[config.mk]
export PLATFORM = sky130hd
export DESIGN_NAME = i2c_flag_tracker
export DESIGN_NICKNAME = d
export VERILOG_FILES = /design/src/rtl/i2c_trk_pkg.sv /design/src/rtl/i2c_trk_sync.sv /design/src/rtl/i2c_trk_cond.sv /design/src/rtl/i2c_trk_counter.sv /design/src/rtl/i2c_flag_tracker.sv
export SDC_FILE = /design/constraint.sdc
export NUM_CORES = 1
export LEC_CHECK = 0
export BUFFER_PORTS_ARGS = -buffer_cell sky130_fd_sc_hd__buf_2
export CAP_MARGIN = 15
export CORE_ASPECT_RATIO = 1.25
export CORE_MARGIN = 1.5
export CORE_UTILIZATION = 56
export DETAILED_ROUTE_END_ITERATION = 10
export PLACE_DENSITY = 0.91
export SYNTH_ARGS = -nofsm -noshare
export SYNTH_HDL_FRONTEND = slang
export SYNTH_SLANG_ARGS = --single-unit
[constraint.sdc]
create_clock -name clk_i -period 5.3 [get_ports clk_i]
set_clock_uncertainty 0.15 [all_clocks]
set_input_delay 1.06 -clock clk_i [delete_from_list [all_inputs] [get_ports clk_i]]
set_output_delay 1.06 -clock clk_i [all_outputs]
set_load 0.01 [all_outputs]
[src/rtl/i2c_trk_pkg.sv]
package i2c_trk_pkg;
  localparam int unsigned CNT_W = 4;
  typedef logic [CNT_W-1:0] bit_cnt_t;
  typedef struct packed {
    logic rise;
    logic fall;
    logic start;
    logic stop;
  } bus_evt_t;
endpackage

[src/rtl/i2c_trk_sync.sv]
module i2c_trk_sync #(
  parameter int unsigned STAGES = 2
) (
  input  logic clk_i,
  input  logic rst_ni,
  input  logic line_i,
  output logic line_o
);
  logic [STAGES-1:0] q;

  always_ff @(posedge clk_i or negedge rst_ni) begin
    if (!rst_ni) q <= '1;
    else         q <= {q[STAGES-2:0], line_i};
  end

  assign line_o = q[STAGES-1];
endmodule

[src/rtl/i2c_trk_cond.sv]
module i2c_trk_cond
  import i2c_trk_pkg::*;
(
  input  logic     clk_i,
  input  logic     rst_ni,
  input  logic     scl_i,
  input  logic     sda_i,
  output bus_evt_t evt_o
);
  logic scl_q, sda_q;

  always_ff @(posedge clk_i or negedge rst_ni) begin
    if (!rst_ni) begin
      scl_q <= 1'b1;
      sda_q <= 1'b1;
    end else begin
      scl_q <= scl_i;
      sda_q <= sda_i;
    end
  end

  always_comb begin
    evt_o.rise  = scl_i & ~scl_q;
    evt_o.fall  = ~scl_i & scl_q;
    evt_o.start = scl_i & scl_q & sda_q & ~sda_i;
    evt_o.stop  = scl_i & scl_q & ~sda_q & sda_i;
  end
endmodule

[src/rtl/i2c_trk_counter.sv]
module i2c_trk_counter
  import i2c_trk_pkg::*;
#(
  parameter int unsigned ADDR_W = 7
) (
  input  logic              clk_i,
  input  logic              rst_ni,
  input  logic              clr_i,
  input  bus_evt_t          evt_i,
  input  logic              sda_i,
  output bit_cnt_t          cnt_o,
  output logic              first_o,
  output logic [ADDR_W-1:0] addr_o
);
  localparam bit_cnt_t ACK_CLK  = bit_cnt_t'(ADDR_W + 2);
  localparam bit_cnt_t ADDR_END = bit_cnt_t'(ADDR_W);

  bit_cnt_t cnt_q;
  logic     first_q;
  logic [ADDR_W-1:0] sh_q;

  always_ff @(posedge clk_i or negedge rst_ni) begin
    if (!rst_ni) begin
      cnt_q   <= '0;
      first_q <= 1'b0;
      sh_q    <= '0;
    end else if (clr_i || evt_i.stop) begin
      cnt_q   <= '0;
      first_q <= 1'b0;
    end else if (evt_i.start) begin
      cnt_q   <= '0;
      first_q <= 1'b1;
    end else begin
      if (evt_i.rise) begin
        cnt_q <= (cnt_q == ACK_CLK) ? bit_cnt_t'(1) : cnt_q + bit_cnt_t'(1);
        if (first_q && cnt_q < ADDR_END) sh_q <= {sh_q[ADDR_W-2:0], sda_i};
      end
      if (evt_i.fall && cnt_q == ACK_CLK) first_q <= 1'b0;
    end
  end

  assign cnt_o   = cnt_q;
  assign first_o = first_q;
  assign addr_o  = sh_q;
endmodule

[src/rtl/i2c_flag_tracker.sv]
module i2c_flag_tracker
  import i2c_trk_pkg::*;
#(
  parameter int unsigned ADDR_W      = 7,
  parameter int unsigned SYNC_STAGES = 2
) (
  input  logic              clk_i,
  input  logic              rst_ni,
  input  logic              en_i,
  input  logic [ADDR_W-1:0] own_addr_i,
  input  logic              mst_start_i,
  input  logic              arb_lost_i,
  input  logic              rel_comm_i,
  input  logic              rel_wait_i,
  input  logic              scl_i,
  input  logic              sda_i,
  output logic              start_o,
  output logic              stop_o,
  output logic [CNT_W-1:0]  bit_cnt_o,
  output logic              addr_hit_o,
  output logic              xmit_o,
  output logic              ack_seen_o,
  output logic              sda_oe_o
);
  localparam bit_cnt_t ADDR_END = bit_cnt_t'(ADDR_W);
  localparam bit_cnt_t RW_CLK   = bit_cnt_t'(ADDR_W + 1);
  localparam bit_cnt_t ACK_CLK  = bit_cnt_t'(ADDR_W + 2);

  logic scl_s, sda_s;
  bus_evt_t evt;
  bit_cnt_t cnt;
  logic first_byte;
  logic [ADDR_W-1:0] rx_addr;

  logic arb_q, master_q, hit_q, xmit_q, ack_q, drive_q;

  i2c_trk_sync #(.STAGES(SYNC_STAGES)) u_sync_scl (
    .clk_i(clk_i), .rst_ni(rst_ni), .line_i(scl_i), .line_o(scl_s));
  i2c_trk_sync #(.STAGES(SYNC_STAGES)) u_sync_sda (
    .clk_i(clk_i), .rst_ni(rst_ni), .line_i(sda_i), .line_o(sda_s));

  i2c_trk_cond u_cond (
    .clk_i(clk_i), .rst_ni(rst_ni), .scl_i(scl_s), .sda_i(sda_s), .evt_o(evt));

  i2c_trk_counter #(.ADDR_W(ADDR_W)) u_cnt (
    .clk_i(clk_i), .rst_ni(rst_ni), .clr_i(~en_i), .evt_i(evt), .sda_i(sda_s),
    .cnt_o(cnt), .first_o(first_byte), .addr_o(rx_addr));

  logic arb_rise, kill, rw_edge, ack_edge, wrap_edge, ack_fall, wait_rel;
  assign arb_rise  = arb_lost_i & ~arb_q;
  assign kill      = ~en_i | rel_comm_i | evt.stop | arb_rise;
  assign rw_edge   = evt.rise & first_byte & (cnt == ADDR_END);
  assign ack_edge  = evt.rise & (cnt == RW_CLK);
  assign wrap_edge = evt.rise & (cnt == ACK_CLK);
  assign ack_fall  = evt.fall & first_byte & (cnt == ACK_CLK);
  assign wait_rel  = rel_wait_i & xmit_q & (cnt == ACK_CLK);

  always_ff @(posedge clk_i or negedge rst_ni) begin
    if (!rst_ni) begin
      arb_q    <= 1'b0;
      master_q <= 1'b0;
      hit_q    <= 1'b0;
      xmit_q   <= 1'b0;
      ack_q    <= 1'b0;
      drive_q  <= 1'b0;
    end else begin
      arb_q <= arb_lost_i;

      if (kill)             master_q <= 1'b0;
      else if (mst_start_i) master_q <= 1'b1;

      if (~en_i | rel_comm_i | evt.stop | evt.start) hit_q <= 1'b0;
      else if (rw_edge && !master_q && rx_addr == own_addr_i) hit_q <= 1'b1;

      // master: direction bit 1 means read, so the node becomes receiver
      if (kill)                          xmit_q <= 1'b0;
      else if (mst_start_i)              xmit_q <= 1'b1;
      else if (evt.start && !master_q)   xmit_q <= 1'b0;
      else if (rw_edge && master_q)      xmit_q <= xmit_q & ~sda_s;
      else if (rw_edge)                  xmit_q <= sda_s & (rx_addr == own_addr_i);
      else if (wait_rel)                 xmit_q <= 1'b0;

      if (kill)             drive_q <= 1'b0;
      else if (mst_start_i) drive_q <= 1'b1;
      else if (!xmit_q)     drive_q <= 1'b0;
      else if (ack_fall)    drive_q <= 1'b1;

      if (~en_i | rel_comm_i | evt.stop) ack_q <= 1'b0;
      else if (wrap_edge)                ack_q <= 1'b0;
      else if (ack_edge)                 ack_q <= ~sda_s;
    end
  end

  assign start_o    = evt.start;
  assign stop_o     = evt.stop;
  assign bit_cnt_o  = cnt;
  assign addr_hit_o = hit_q;
  assign xmit_o     = xmit_q;
  assign ack_seen_o = ack_q;
  assign sda_oe_o   = xmit_q & drive_q;
endmodule

---- Word-level counts from Yosys, hierarchy flattened ----
Index checks and enable logic that the tools add are counted.
storage, ports and cells
  flip-flop bits (word level) ............. 24
  output and inout port bits .............. 10
  word-level logic and storage cells ...... 90
  input bits .............................. 16
cells by class
  order comparisons ....................... 1
  $add $sub $neg .......................... 1
  reductions and logical operators ........ 15
  multiplexer cells ....................... 24
  equality and inequality tests ........... 5
  bitwise gates (word level) .............. 31
operators with widths
  cell                                                   count
  two-way mux 1 bit                                      20
  AND 1 bit                                              19
  two-way mux 4 bit                                      4
  nonzero test 3 bit                                     3
  equality test 4 bit, second input constant             2
  NOT 1 bit                                              8
  equality test 7 bit                                    1
  logical AND 1 bit                                      6
  nonzero test 6 bit                                     1
  adder 4 x 1 -> 4 bit, second input constant            1
  equality test 4 x 3 -> 1 bit, second input constant    1
  < comparator 4 x 3 -> 1 bit, second input constant     1
  inequality test 4 x 2 -> 1 bit, second input constant  1
  OR 1 bit                                               4
  AND reduction 4 bit                                    1
  nonzero test 2 bit                                     2
  zero test 1 bit                                        1
  logical OR 1 bit                                       1

---- Longest topological paths before layout ----
Gate-level depths: netlist of the first run.
  depth in word-level cells ............... 9
  mapped depth ............................ 6
  depth with buffers taken out ............ 6

---- Cells and area by module ----
A second synthesis of the first run with hierarchy kept.
second synthesis, totals
  cell total of the unflattened synthesis .. 102
  area, all modules ....................... 1207.4 um^2
modules (own cells, without submodules)
  module            cells each  sequential area each (um^2)  instances  area an instance (um^2)
  i2c_trk_counter   47          300.3                        1          596.8
  i2c_flag_tracker  45          150.1                        1          420.4
  i2c_trk_sync      2           52.6                         2          52.6
  i2c_trk_cond      6           52.6                         1          85.1

---- Worst setup path before layout of the first run ----
No wires, ideal clock.
  kind .................................... input -> register
  from .................................... in en_i
  to ...................................... reg u_cnt.sh_q[0], in the netlist u_cnt.addr_o[0]
  path buffers ............................ 0
  path slack .............................. 3012 ps
  required time ........................... 5025 ps
  setup time .............................. 125 ps
  data arrival time ....................... 2013 ps
  cell stages on the path ................. 3
  cell sequence ........................... o21ai_2 > a2111oi_4 > mux2_2
on the way
  word-level cells in the longest chain between the ends .. 4
ends and longest elaborated chain
  what                                  line                    RTL
  start, declared                       i2c_flag_tracker.sv:9   input logic en_i,
  NOT 1 bit                             i2c_flag_tracker.sv:46  .clk_i(clk_i), .rst_ni(rst_ni), .clr_i(~en_i), .evt_i(evt), .sda_i(sda_s),
  logical OR 1 bit                      i2c_trk_counter.sv:27   end else if (clr_i || evt_i.stop) begin
  NOT 1 bit (no source line)            -
  AND reduction 4 bit (no source line)  -
  end signal, assigned                  i2c_trk_counter.sv:36   if (first_q && cnt_q < ADDR_END) sh_q <= {sh_q[ADDR_W-2:0], sda_i};
  end, declared                         i2c_trk_counter.sv:20   logic [ADDR_W-1:0] sh_q;
Every way passes these cells.
A chain may end at the register's enable or synchronous reset.

---- Worst setup path after layout of the first run ----
  from .................................... reg u_sync_scl.q[1]
  to ...................................... out start_o
on the way
  word-level cells in the longest chain between the ends .. 3
ends and longest elaborated chain
  what                    line                    RTL
  start, declared         i2c_trk_sync.sv:9       logic [STAGES-1:0] q;
  start signal, assigned  i2c_trk_sync.sv:13      else q <= {q[STAGES-2:0], line_i};
  AND 1 bit (3 in a row)  i2c_trk_cond.sv:25      evt_o.start = scl_i & scl_q & sda_q & ~sda_i;
  end, declared           i2c_flag_tracker.sv:17  output logic start_o,
Every way passes these cells.

==> run summary, run 1 <==
Die height - 54.8 um
Multiplexer share of the synthesized area - 6.55%
Syn Area/Cell - 11.2 um2
Worst-Margin Slew - 579 ps
Number of global-route vias before repair - 857
Post-synthesis xor/xnor area fraction - 5.82%
Largest net degree at the start of global routing - 25
Die width - 44.5 um
Ant. Diodes - 0
Internal - 235 uW
Reg power frac - 64.4%
Max-slew violations - 0
GRT met3 Usage - 0.990%
Worst-path maximum fanout - 8
Ys Warns - 0
GRT overflow - 0
Finish-stage setup viols - 0
RSZ-0062 raised after global routing - false
Most common cell after layout, fill and taps aside - buf_2
Final net count - 155
Wirelength per Cell - 14.2 um
Syn nets - 126
Fmax - 386 MHz
Most frequent cells in the layout - 25 x buf_2, 18 x dfrtp_1, 7 x mux2_2, 7 x a21oi_1, 7 x xor2_1
Period Utilization, post-route - 48.9%
Final HPWL DP - 1750 um
DRT antenna net count - 0
Gpl congestion - 0.894
Status - complete, no violations
Fillers - 154
Worst min-delay path category - flip-flop to flip-flop
CTS Sinks - 24
MaxCap Viol Count - 0
# Post-CTS Setup Buffers - 0
Placed cell area - 1350 um2
Critical Path End Type - output port
Critical path's slowest cell - dfstp_2
R2R depth - 4
Critical path depth in cells - 2
Worst-path cell chain - and4b_1 -> buf_2
Startpoint types - flip-flop
Clock group share of total power - 25.2%
Switch Pwr - 72.6 uW
DRC - 0
Crit path time final - 2590 ps
Port bufs - 25
Cell Pwr Density - 224 nW/um2
IO Pins - 26
CP arrival - 1380 ps
Share of layout cells above drive strength 1 - 34.1%
Worst hold stages - 0
Global routing's busiest layer - met2
Post-Synthesis Cells - 107
Sequential area share after synthesis - 50.5%
Register bit count reported by yosys - 24
Top delay family on crit path - flip-flops
H-tree depth - 1
Clock root buffer - clkbuf_4
Clk buf depth - 2
Drt total wl - 2200 um
DR vias - 907
P&R area growth vs syn - 14.3%
Clock Latency Late Sink - 300 ps
Post-Syn Area - 1200 um2
Sw Share - 23.6%
Largest family of logic cells by synthesized area - simple AND/OR/NAND/NOR gates
Comb power frac - 10.3%
GR Util All Layers - 20.3%
Yosys cell types - 34
Rows - 18
Synth Area in Simple Gates - 19.0%
Crit path required time - 4090 ps
DR iter-0 viols - 9
Num CTS Buffers - 3
Worst-path clk slew - 110 ps
Cts repair resizes - 0
Final Hold Viols - 0
Drt via density - 5.85
Peak VDD IR - 0.000218 V
Crit-path max cell delay - 610 ps
Initial antenna violation count - 0
First-pass detailed-route iteration total - 4
Synthesized-area fraction occupied by adder cells - 3.12%
CORE AREA - 2000 um2
Compound-gate portion of the synthesized area - 13.4%
Met2 Resource Use GR - 38.6%
Post-route setup TNS - 0 ps
Critical path buffer and inverter count - 1
Global-route wire length before repair - 3640 um
CTS tree - yes
Leak Pwr - 0.000652 uW
Starting Density - 60.0%
Post-layout instance area - 1380 um2
CTS Hold Bufs - 0
Rel. slew slack - 61.4%
Die area - 2440 um2
GR Layer Usage met1 - 25.1%
Crit path kind - flip-flop to output port
==> state kept, by name, indices dropped and copies added (netlist names) <==
register,count
drive_q,1
u_cond.scl_q,1
master_q,1
addr_hit_o,1
xmit_o,1
u_cnt.first_o,1
u_sync_scl.q,2
arb_q,1
u_sync_sda.q,2
u_cond.sda_q,1
u_cnt.addr_o,7
ack_seen_o,1
u_cnt.cnt_o,4
==> synthesized netlist by cell type <==
master | number | area [um2]
clkbuf_1 | 1 | 3.75
nor4_1 | 3 | 18.8
nor4b_1 | 1 | 8.76
nand4_1 | 1 | 6.26
dfstp_2 | 6 | 158
a41o_1 | 1 | 10.0
nor2_1 | 6 | 22.5
a2111oi_4 | 1 | 27.5
and4b_1 | 2 | 20.0
mux2_2 | 7 | 78.8
xor2_1 | 7 | 61.3
and2_1 | 2 | 12.5
o21ai_2 | 1 | 8.76
ha_1 | 3 | 37.5
nor2b_1 | 3 | 18.8
o21ai_0 | 3 | 15.0
nand4b_1 | 1 | 8.76
xnor2_1 | 1 | 8.76
a21o_1 | 1 | 7.51
o21a_1 | 1 | 7.51
a21bo_2 | 2 | 20.0
a211oi_1 | 2 | 15.0
nor3_1 | 3 | 15.0
nand3b_1 | 3 | 22.5
or2_2 | 1 | 6.26
nand2b_1 | 4 | 25.0
a21oi_1 | 7 | 35.0
nand2_1 | 4 | 15.0
and3b_1 | 1 | 8.76
a31oi_1 | 1 | 6.26
nand3_1 | 4 | 20.0
dfrtp_1 | 18 | 450
a2bb2oi_1 | 1 | 8.76
inv_1 | 4 | 15.0
==> logic make-up (layout without fill, tap and decap cells) <==
| kind of cell | after synthesis | after routing |
|---|---|---|
| flip-flops | 24 | 24 |
| buffers and inverters | 5 | 33 |
| multiplexers | 7 | 7 |
| AND/OR/NAND/NOR | 39 | 39 |
| adder cells (fa/ha/maj) | 3 | 3 |
| AO/OA/AOI/OAI | 21 | 21 |
| XOR/XNOR | 8 | 8 |
==> power by group through the flow <==
stage | logic (uW) | clock network, uW | registers (uW)
2_1_floorplan | 16.9 | 0 | 200
3_3_place_gp | 30.9 | 0 | 201
3_5_place_dp | 32.3 | 0 | 201
4_1_cts | 32.4 | 80.0 | 198
5_1_grt | 35.7 | 85.2 | 199
6_report | 31.8 | 77.6 | 198
==> final cells by class <==
class	instances	area (um2)	area share [%]
timing repair buffer	25	125	9.09
sequential	24	608	44.2
inverter	4	15.0	1.09
multi-input combinational	78	577	41.9
tap	20	25.0	1.82
clock buffer	4	26.3	1.91
==> worst paths after layout <==
kind                                       from               to  slack [ps]
worst max-delay path            u_sync_scl.q[1]          start_o        2710
worst min-delay path            u_sync_scl.q[0]  u_sync_scl.q[1]         210
worst max register to register  u_sync_sda.q[1]  u_cnt.addr_o[6]        3120
worst min register to register  u_sync_scl.q[0]  u_sync_scl.q[1]         210
max in group asynchronous                rst_ni  u_sync_sda.q[1]        4080
min in group asynchronous                rst_ni           xmit_o         560
==> routing by layer <==
| metal | up-vias | wire (um) | share of wire, % |
|---|---|---|---|
| li1 | 440 | - | - |
| met1 | 448 | 940 | 43 |
| met2 | 17 | 1190 | 54 |
| met3 | 2 | 50 | 2.3 |
| met4 | 0 | 19 | 0.86 |
| met5 | - | 0 | 0 |
==> per-stage QoR <==
| step | worst slack [ps] | util [%] | cells | hold WS (ps) | power (uW) |
|---|---|---|---|---|---|
| finish | 2710 | 68.7 | 155 | 213 | 308 |
| global route | 2670 | 68.7 | 155 | 217 | 320 |
| CTS | 2710 | 68.7 | 155 | 214 | 310 |
| detailed placement | 2750 | 67.4 | 151 | 198 | 234 |
| global placement | 2820 | 67.4 | 151 | 196 | 232 |
| floorplan | 3010 | - | 107 | 195 | 217 |
Power figures use the tool's default switching activity.
==> run 2: changes to the inputs <==
--- a/config.mk
+++ b/config.mk
@@ -9,9 +9,9 @@
 export CAP_MARGIN = 15
 export CORE_ASPECT_RATIO = 1.25
 export CORE_MARGIN = 1.5
-export CORE_UTILIZATION = 56
+export CORE_UTILIZATION = 47
 export DETAILED_ROUTE_END_ITERATION = 10
-export PLACE_DENSITY = 0.91
+export PLACE_DENSITY = 0.82
 export SYNTH_ARGS = -nofsm -noshare
 export SYNTH_HDL_FRONTEND = slang
 export SYNTH_SLANG_ARGS = --single-unit
==> constraint.sdc (replaced) <==
create_clock -name clk_i -period 2.3 [get_ports clk_i]
set_clock_uncertainty 0.15 [all_clocks]
set_input_delay 0.46 -clock clk_i [delete_from_list [all_inputs] [get_ports clk_i]]
set_output_delay 0.46 -clock clk_i [all_outputs]
set_load 0.01 [all_outputs]
==> run 2 against run 1 <==
Against the previous run: largest power group unchanged; highest routed layer unchanged; critical path depth grew 2; die area increased by 18%; via count decreased by 0.11%; sequential share of layout area decreased by 1.1 points; first-iteration DRC count increased by 33%; routed wire length rose by 3.8%.
==> run summary, run 2 (synthesis results as in run 1) <==
Status - complete, no violations
Post-layout instance area - 1410 um2 (+2.6%)
Drt via density - 5.36 (-8.4%)
Global routing's busiest layer - met2
R2R Path End - u_cnt.addr_o[5]
Worst-path clk slew - 130 ps (+20 ps)
Max-slew violations - 0 (unchanged)
Most frequent cells in the layout - 25 x buf_2, 18 x dfrtp_1, 7 x mux2_2, 7 x a21oi_1, 7 x xor2_1
Placed cell area - 1370 um2 (+1.2%)
CTS Sinks - 24 (unchanged)
GR Util All Layers - 18.8% (-1.6 points)
Worst setup startpoint - u_sync_sda.q[1]
P&R area growth vs syn - 17.4%
Share of layout cells above drive strength 1 - 34.6% (+0.48 points)
GRT met3 Usage - 1.83% (+0.84 points)
DR iter-0 viols - 12 (+3)
Critical path's slowest cell - dfstp_2
Largest net degree at the start of global routing - 25 (unchanged)
Worst-path maximum fanout - 8 (unchanged)
DP Worst Slack - 132 ps (-2610 ps)
Finish-stage setup viols - 0 (unchanged)
Number of global-route vias before repair - 887 (+3.5%)
Leak Pwr - 0.000662 uW (+1.6%)
Clock group share of total power - 29.7% (+4.5 points)
Sw Share - 24.4% (+0.80 points)
Num CTS Buffers - 3 (unchanged)
Gpl congestion - 0.862 (-3.6%)
DR vias - 906 (-0.11%)
Total power - 756 uW (+150%)
Drt total wl - 2290 um (+3.8%)
Port bufs - 25 (unchanged)
CTS Hold Bufs - 1 (+1)
GR Layer Usage met1 - 23.8% (-1.2 points)
Setup slack after layout - 134 ps (-2570 ps)
First-pass detailed-route iteration total - 4 (unchanged)
Comb power frac - 9.9% (-0.4 points)
Crit path to - u_cnt.addr_o[5]
Cell Count, Final, Fillers Out - 169 (+9.0%)
R2R depth - 4 (unchanged)
# Post-CTS Setup Buffers - 0 (unchanged)
CTS tree - yes
GRT overflow - 0 (unchanged)
Max reg flops - 7 (unchanged)
Placed Cells - 164 (+8.6%)
Die width - 48.3 um (+8.5%)
Critical Path End Type - flip-flop
DRT antenna net count - 0 (unchanged)
Crit path kind - flip-flop to flip-flop
Worst-Margin Slew - 554 ps (-24.7 ps)
Reg power frac - 60.3% (-4.1 points)
Critical path buffer and inverter count - 0 (-1)
Die area - 2880 um2 (+18%)
MaxCap Viol Count - 0 (unchanged)
Global-route wire length before repair - 3770 um (+3.8%)
Worst-path cell chain - xnor2_1 -> o21ai_2 -> a2111oi_4 -> mux2_2
Crit path required time - 2370 ps (-1720 ps)
Min-delay src - scl_i
Critical path depth in cells - 4 (+2)
Met2 Resource Use GR - 30.6% (-8.0 points)
Cell Pwr Density - 536 nW/um2 (+140%)
RSZ-0062 raised after global routing - false
Final Hold Viols - 0 (unchanged)
Final net count - 156 (+0.65%)
Clk buf depth - 2 (unchanged)
CORE AREA - 2430 um2 (+21%)
Multi-input logic area - 577 um2 (unchanged)
Clock Latency Late Sink - 320 ps (+20 ps)
Period Utilization, post-route - 94.2%
IO Pins - 26 (unchanged)
Wirelength per Cell - 13.5 um (-4.8%)
Initial antenna violation count - 0 (unchanged)
Clock root buffer - clkbuf_4
H-tree depth - 1 (unchanged)
Crit-path max cell delay - 630 ps (+20 ps)
Die height - 59.6 um (+8.7%)
Rel. slew slack - 63.1% (+1.6 points)
Worst min-delay path category - input pin to flip-flop
FF+latch area - 608 um2 (unchanged)
R2R Path Start - u_sync_sda.q[1]
Switch Pwr - 185 uW (+150%)
Most common cell after layout, fill and taps aside - buf_2
Fillers - 207 (+34%)
Rows - 20 (+2)
Ant. Diodes - 0 (unchanged)
Top delay family on crit path - compound AO/OA/AOI/OAI gates
Post-route setup TNS - 0 ps (unchanged)
CP arrival - 2240 ps (+860 ps)
Startpoint types - flip-flop
Peak VDD IR - 0.000414 V (+90%)
Final HPWL DP - 1720 um (-1.4%)
Crit path time final - 2170 ps
DRC - 0 (unchanged)
Cts repair resizes - 0 (unchanged)
Internal - 572 uW (+140%)
R2R Setup Slk - 130 ps (-2990 ps)
Fmax - 462 MHz
Starting Density - 49.6% (-10 points)
run 2: changes by cell type in the layout (fill, tap and decap cells not counted), sizes merged:
cell	before	now
dlygate4sd3	0	1
run 2: final cells by class:
| cell class | count | area share, % |
|---|---|---|
| clock buffer | 4 | 2.57 |
| inverter | 4 | 1.06 |
| multi-input combinational | 78 | 40.8 |
| sequential | 24 | 43.0 |
| tap | 33 | 2.92 |
| timing repair buffer | 26 | 9.57 |
run 2: per-stage QoR:
stage / hold WS (ps) / utilization, %
2_1_floorplan: 14.4 / -
3_3_place_gp: 196 / 56.3
3_5_place_dp: 200 / 56.3
4_1_cts: 63.4 / 58.2
5_1_grt: 51.6 / 58.2
6_report: 69.7 / 58.2
run 2: power groups by stage:
stage	registers [uW]	logic (uW)	clock network, uW
after detailed placement	464	74.7	0
after global placement	463	72.3	0
after floorplan	461	38.9	0
after CTS	456	76.3	227
after global routing	459	84.7	246
final	456	75.1	225
run 2: layer usage:
metal	share of wire [%]	vias to the layer above
met3	2.4	5
met1	45	441
met2	51	16
li1	-	444
met5	0	-
met4	2.0	0
run 2: how the worst min path moves through the flow:
stage / to / slack (ps) / depth (start not counted)
global route: u_sync_scl.q[0] / 50 / 1
floorplan: ack_seen_o / 10 / 0
CTS: u_sync_scl.q[0] / 60 / 1
detailed placement: u_sync_scl.q[1] / 200 / 0
global placement: u_sync_scl.q[1] / 200 / 0
finish: u_sync_scl.q[0] / 70 / 1
==> run 3: changes to the inputs <==
--- a/config.mk
+++ b/config.mk
@@ -7,9 +7,11 @@
 export LEC_CHECK = 0
 export BUFFER_PORTS_ARGS = -buffer_cell sky130_fd_sc_hd__buf_2
 export CAP_MARGIN = 15
+export CELL_PAD_IN_SITES_DETAIL_PLACEMENT = 2
+export CELL_PAD_IN_SITES_GLOBAL_PLACEMENT = 2
 export CORE_ASPECT_RATIO = 1.25
 export CORE_MARGIN = 1.5
-export CORE_UTILIZATION = 47
+export CORE_UTILIZATION = 30
 export DETAILED_ROUTE_END_ITERATION = 10
 export PLACE_DENSITY = 0.82
 export SYNTH_ARGS = -nofsm -noshare
==> run 3 against run 2 <==
Against the previous run: non-clock buffer count is 1 lower; cell count is 12% higher; sequential power hardly changed; utilization is 20 points lower; worst hold slack worse by 67 ps; sequential share of layout area is 1.5 points lower; routed wire length is 38% higher; clock power is 68% higher; combinational power is 3.5% higher; largest cell class unchanged.
==> run summary, run 3 (synthesis results as in run 1) <==
Status - complete, no violations
Startpoint types - flip-flop
Largest net degree at the start of global routing - 25 (unchanged)
Final net count - 155 (-0.64%)
GRT overflow - 0 (unchanged)
Top delay family on crit path - compound AO/OA/AOI/OAI gates
Max reg flops - 7 (unchanged)
R2R Setup Slk - 200 ps (+60 ps)
Worst-Margin Slew - 601 ps (+47.3 ps)
Ant. Diodes - 0 (unchanged)
Rel. slew slack - 59.9% (-3.2 points)
Die width - 59.7 um (+24%)
RSZ-0062 raised after global routing - false
Drt total wl - 3160 um (+38%)
GR Util All Layers - 16.8% (-1.9 points)
DRC - 0 (unchanged)
Cell Pwr Density - 624 nW/um2 (+16%)
Starting Density - 31.5% (-18 points)
Critical path buffer and inverter count - 0 (unchanged)
Setup slack after layout - 198 ps (+63.1 ps)
Crit-path max cell delay - 610 ps (-20 ps)
Die area - 4400 um2 (+53%)
Peak VDD IR - 0.000352 V (-15%)
MaxCap Viol Count - 0 (unchanged)
Fillers - 437 (+110%)
Crit path to - u_cnt.addr_o[4]
Switch Pwr - 206 uW (+12%)
IO Pins - 26 (unchanged)
Placed Cells - 185 (+13%)
Crit path required time - 2310 ps (-60 ps)
Worst-path maximum fanout - 8 (unchanged)
Drt via density - 5.07 (-5.4%)
Critical Path End Type - flip-flop
Post-route setup TNS - 0 ps (unchanged)
R2R depth - 4 (unchanged)
Period Utilization, post-route - 91.4% (-2.7 points)
R2R Path End - u_cnt.addr_o[4]
CP arrival - 2110 ps (-130 ps)
DR vias - 959 (+5.8%)
Clock Latency Late Sink - 280 ps (-40 ps)
Reg power frac - 50.2% (-10 points)
# Post-CTS Setup Buffers - 0 (unchanged)
Fmax - 476 MHz (+3.0%)
Wirelength per Cell - 16.7 um (+24%)
First-pass detailed-route iteration total - 4 (unchanged)
Clock group share of total power - 41.3% (+12 points)
Die height - 73.8 um (+24%)
Worst min-delay path category - input pin to async pin
Port bufs - 25 (unchanged)
Gpl congestion - 0.733 (-15%)
Initial antenna violation count - 0 (unchanged)
Most frequent cells in the layout - 25 x buf_2, 18 x dfrtp_1, 7 x mux2_2, 7 x a21oi_1, 7 x xor2_1
Sw Share - 22.6% (-1.8 points)
DRT antenna net count - 0 (unchanged)
Leak Pwr - 0.000673 uW (+1.6%)
Crit path time final - 2100 ps (-63.1 ps)
Crit path kind - flip-flop to flip-flop
Most common cell after layout, fill and taps aside - buf_2
CTS Sinks - 24 (unchanged)
Cell Count, Final, Fillers Out - 189 (+12%)
Critical path depth in cells - 4 (unchanged)
Final Hold Viols - 0 (unchanged)
Clock root buffer - clkbuf_8
Critical path's slowest cell - dfstp_2
CORE AREA - 3820 um2 (+57%)
Worst-path cell chain - xnor2_1 -> o21ai_2 -> a2111oi_4 -> mux2_2
Global-route wire length before repair - 5360 um (+42%)
Cts repair resizes - 0 (unchanged)
CTS tree - yes
Worst-path clk slew - 90 ps (-40 ps)
Max-slew violations - 0 (unchanged)
Rows - 25 (+25%)
DP Worst Slack - 97.9 ps (-34.5 ps)
DR iter-0 viols - 12 (unchanged)
Internal - 707 uW (+24%)
P&R area growth vs syn - 21.6%
Number of global-route vias before repair - 1056 (+19%)
R2R Path Start - u_sync_sda.q[1]
Finish-stage setup viols - 0 (unchanged)
Num CTS Buffers - 3 (unchanged)
Multi-input logic area - 577 um2 (unchanged)
Share of layout cells above drive strength 1 - 34.8% (+0.26 points)
Worst setup startpoint - u_sync_sda.q[1]
CTS Hold Bufs - 0 (-1)
Final HPWL DP - 2420 um (+41%)
H-tree depth - 1 (unchanged)
Clk buf depth - 2 (unchanged)
FF+latch area - 608 um2 (unchanged)
Comb power frac - 8.5% (-1.4 points)
run 3: power by group through the flow:
stage | Sequential, uW | Clock [uW] | Combinational [uW]
floorplan | 461 | 0 | 38.9
global placement | 464 | 0 | 74.0
detailed placement | 466 | 0 | 79.5
CTS | 459 | 385 | 80.5
global route | 461 | 406 | 88.4
finish | 458 | 377 | 77.7
run 3: metal layers:
layer | part of all wire (%) | wire, um | GRT usage (%)
met2 | 55 | 1730 | 30.6
met1 | 38 | 1200 | 18.3
met3 | 4.0 | 128 | 2.64
met5 | 0 | 0 | 0
met4 | 3.3 | 104 | 8.64
run 3: cell type report:
| cell class | instances | share of cell area [%] |
|---|---|---|
| clock buffers | 3 | 2.82 |
| clock inverters | 1 | 2.05 |
| inverters | 4 | 1.03 |
| multi-input cells | 78 | 39.4 |
| flip-flops and latches | 24 | 41.5 |
| well taps | 54 | 4.62 |
| repair buffers | 25 | 8.55 |
run 3: worst min-delay path by stage:
| stage | slack, ps | endpoint | depth (start not counted) | from |
|---|---|---|---|---|
| after global placement | 200 | u_sync_scl.q[1] | 0 | u_sync_scl.q[0] |
| final | 3 | u_cnt.cnt_o[0] | 1 | rst_ni |
| after global routing | 40 | u_cnt.cnt_o[0] | 1 | rst_ni |
| after detailed placement | 200 | u_sync_scl.q[1] | 0 | u_sync_scl.q[0] |
| after floorplan | 10 | ack_seen_o | 0 | rst_ni |
| after CTS | 20 | u_cnt.cnt_o[0] | 1 | rst_ni |
run 3: per-stage QoR:
step	area [um2]	total power (uW)	utilization, %	hold WS [ps]
after floorplan	1200	500	-	14.4
after global placement	1390	538	36.5	197
after detailed placement	1390	546	36.5	199
after CTS	1460	924	38.4	24.6
after global routing	1460	956	38.4	35.8
final	1460	913	38.4	2.66
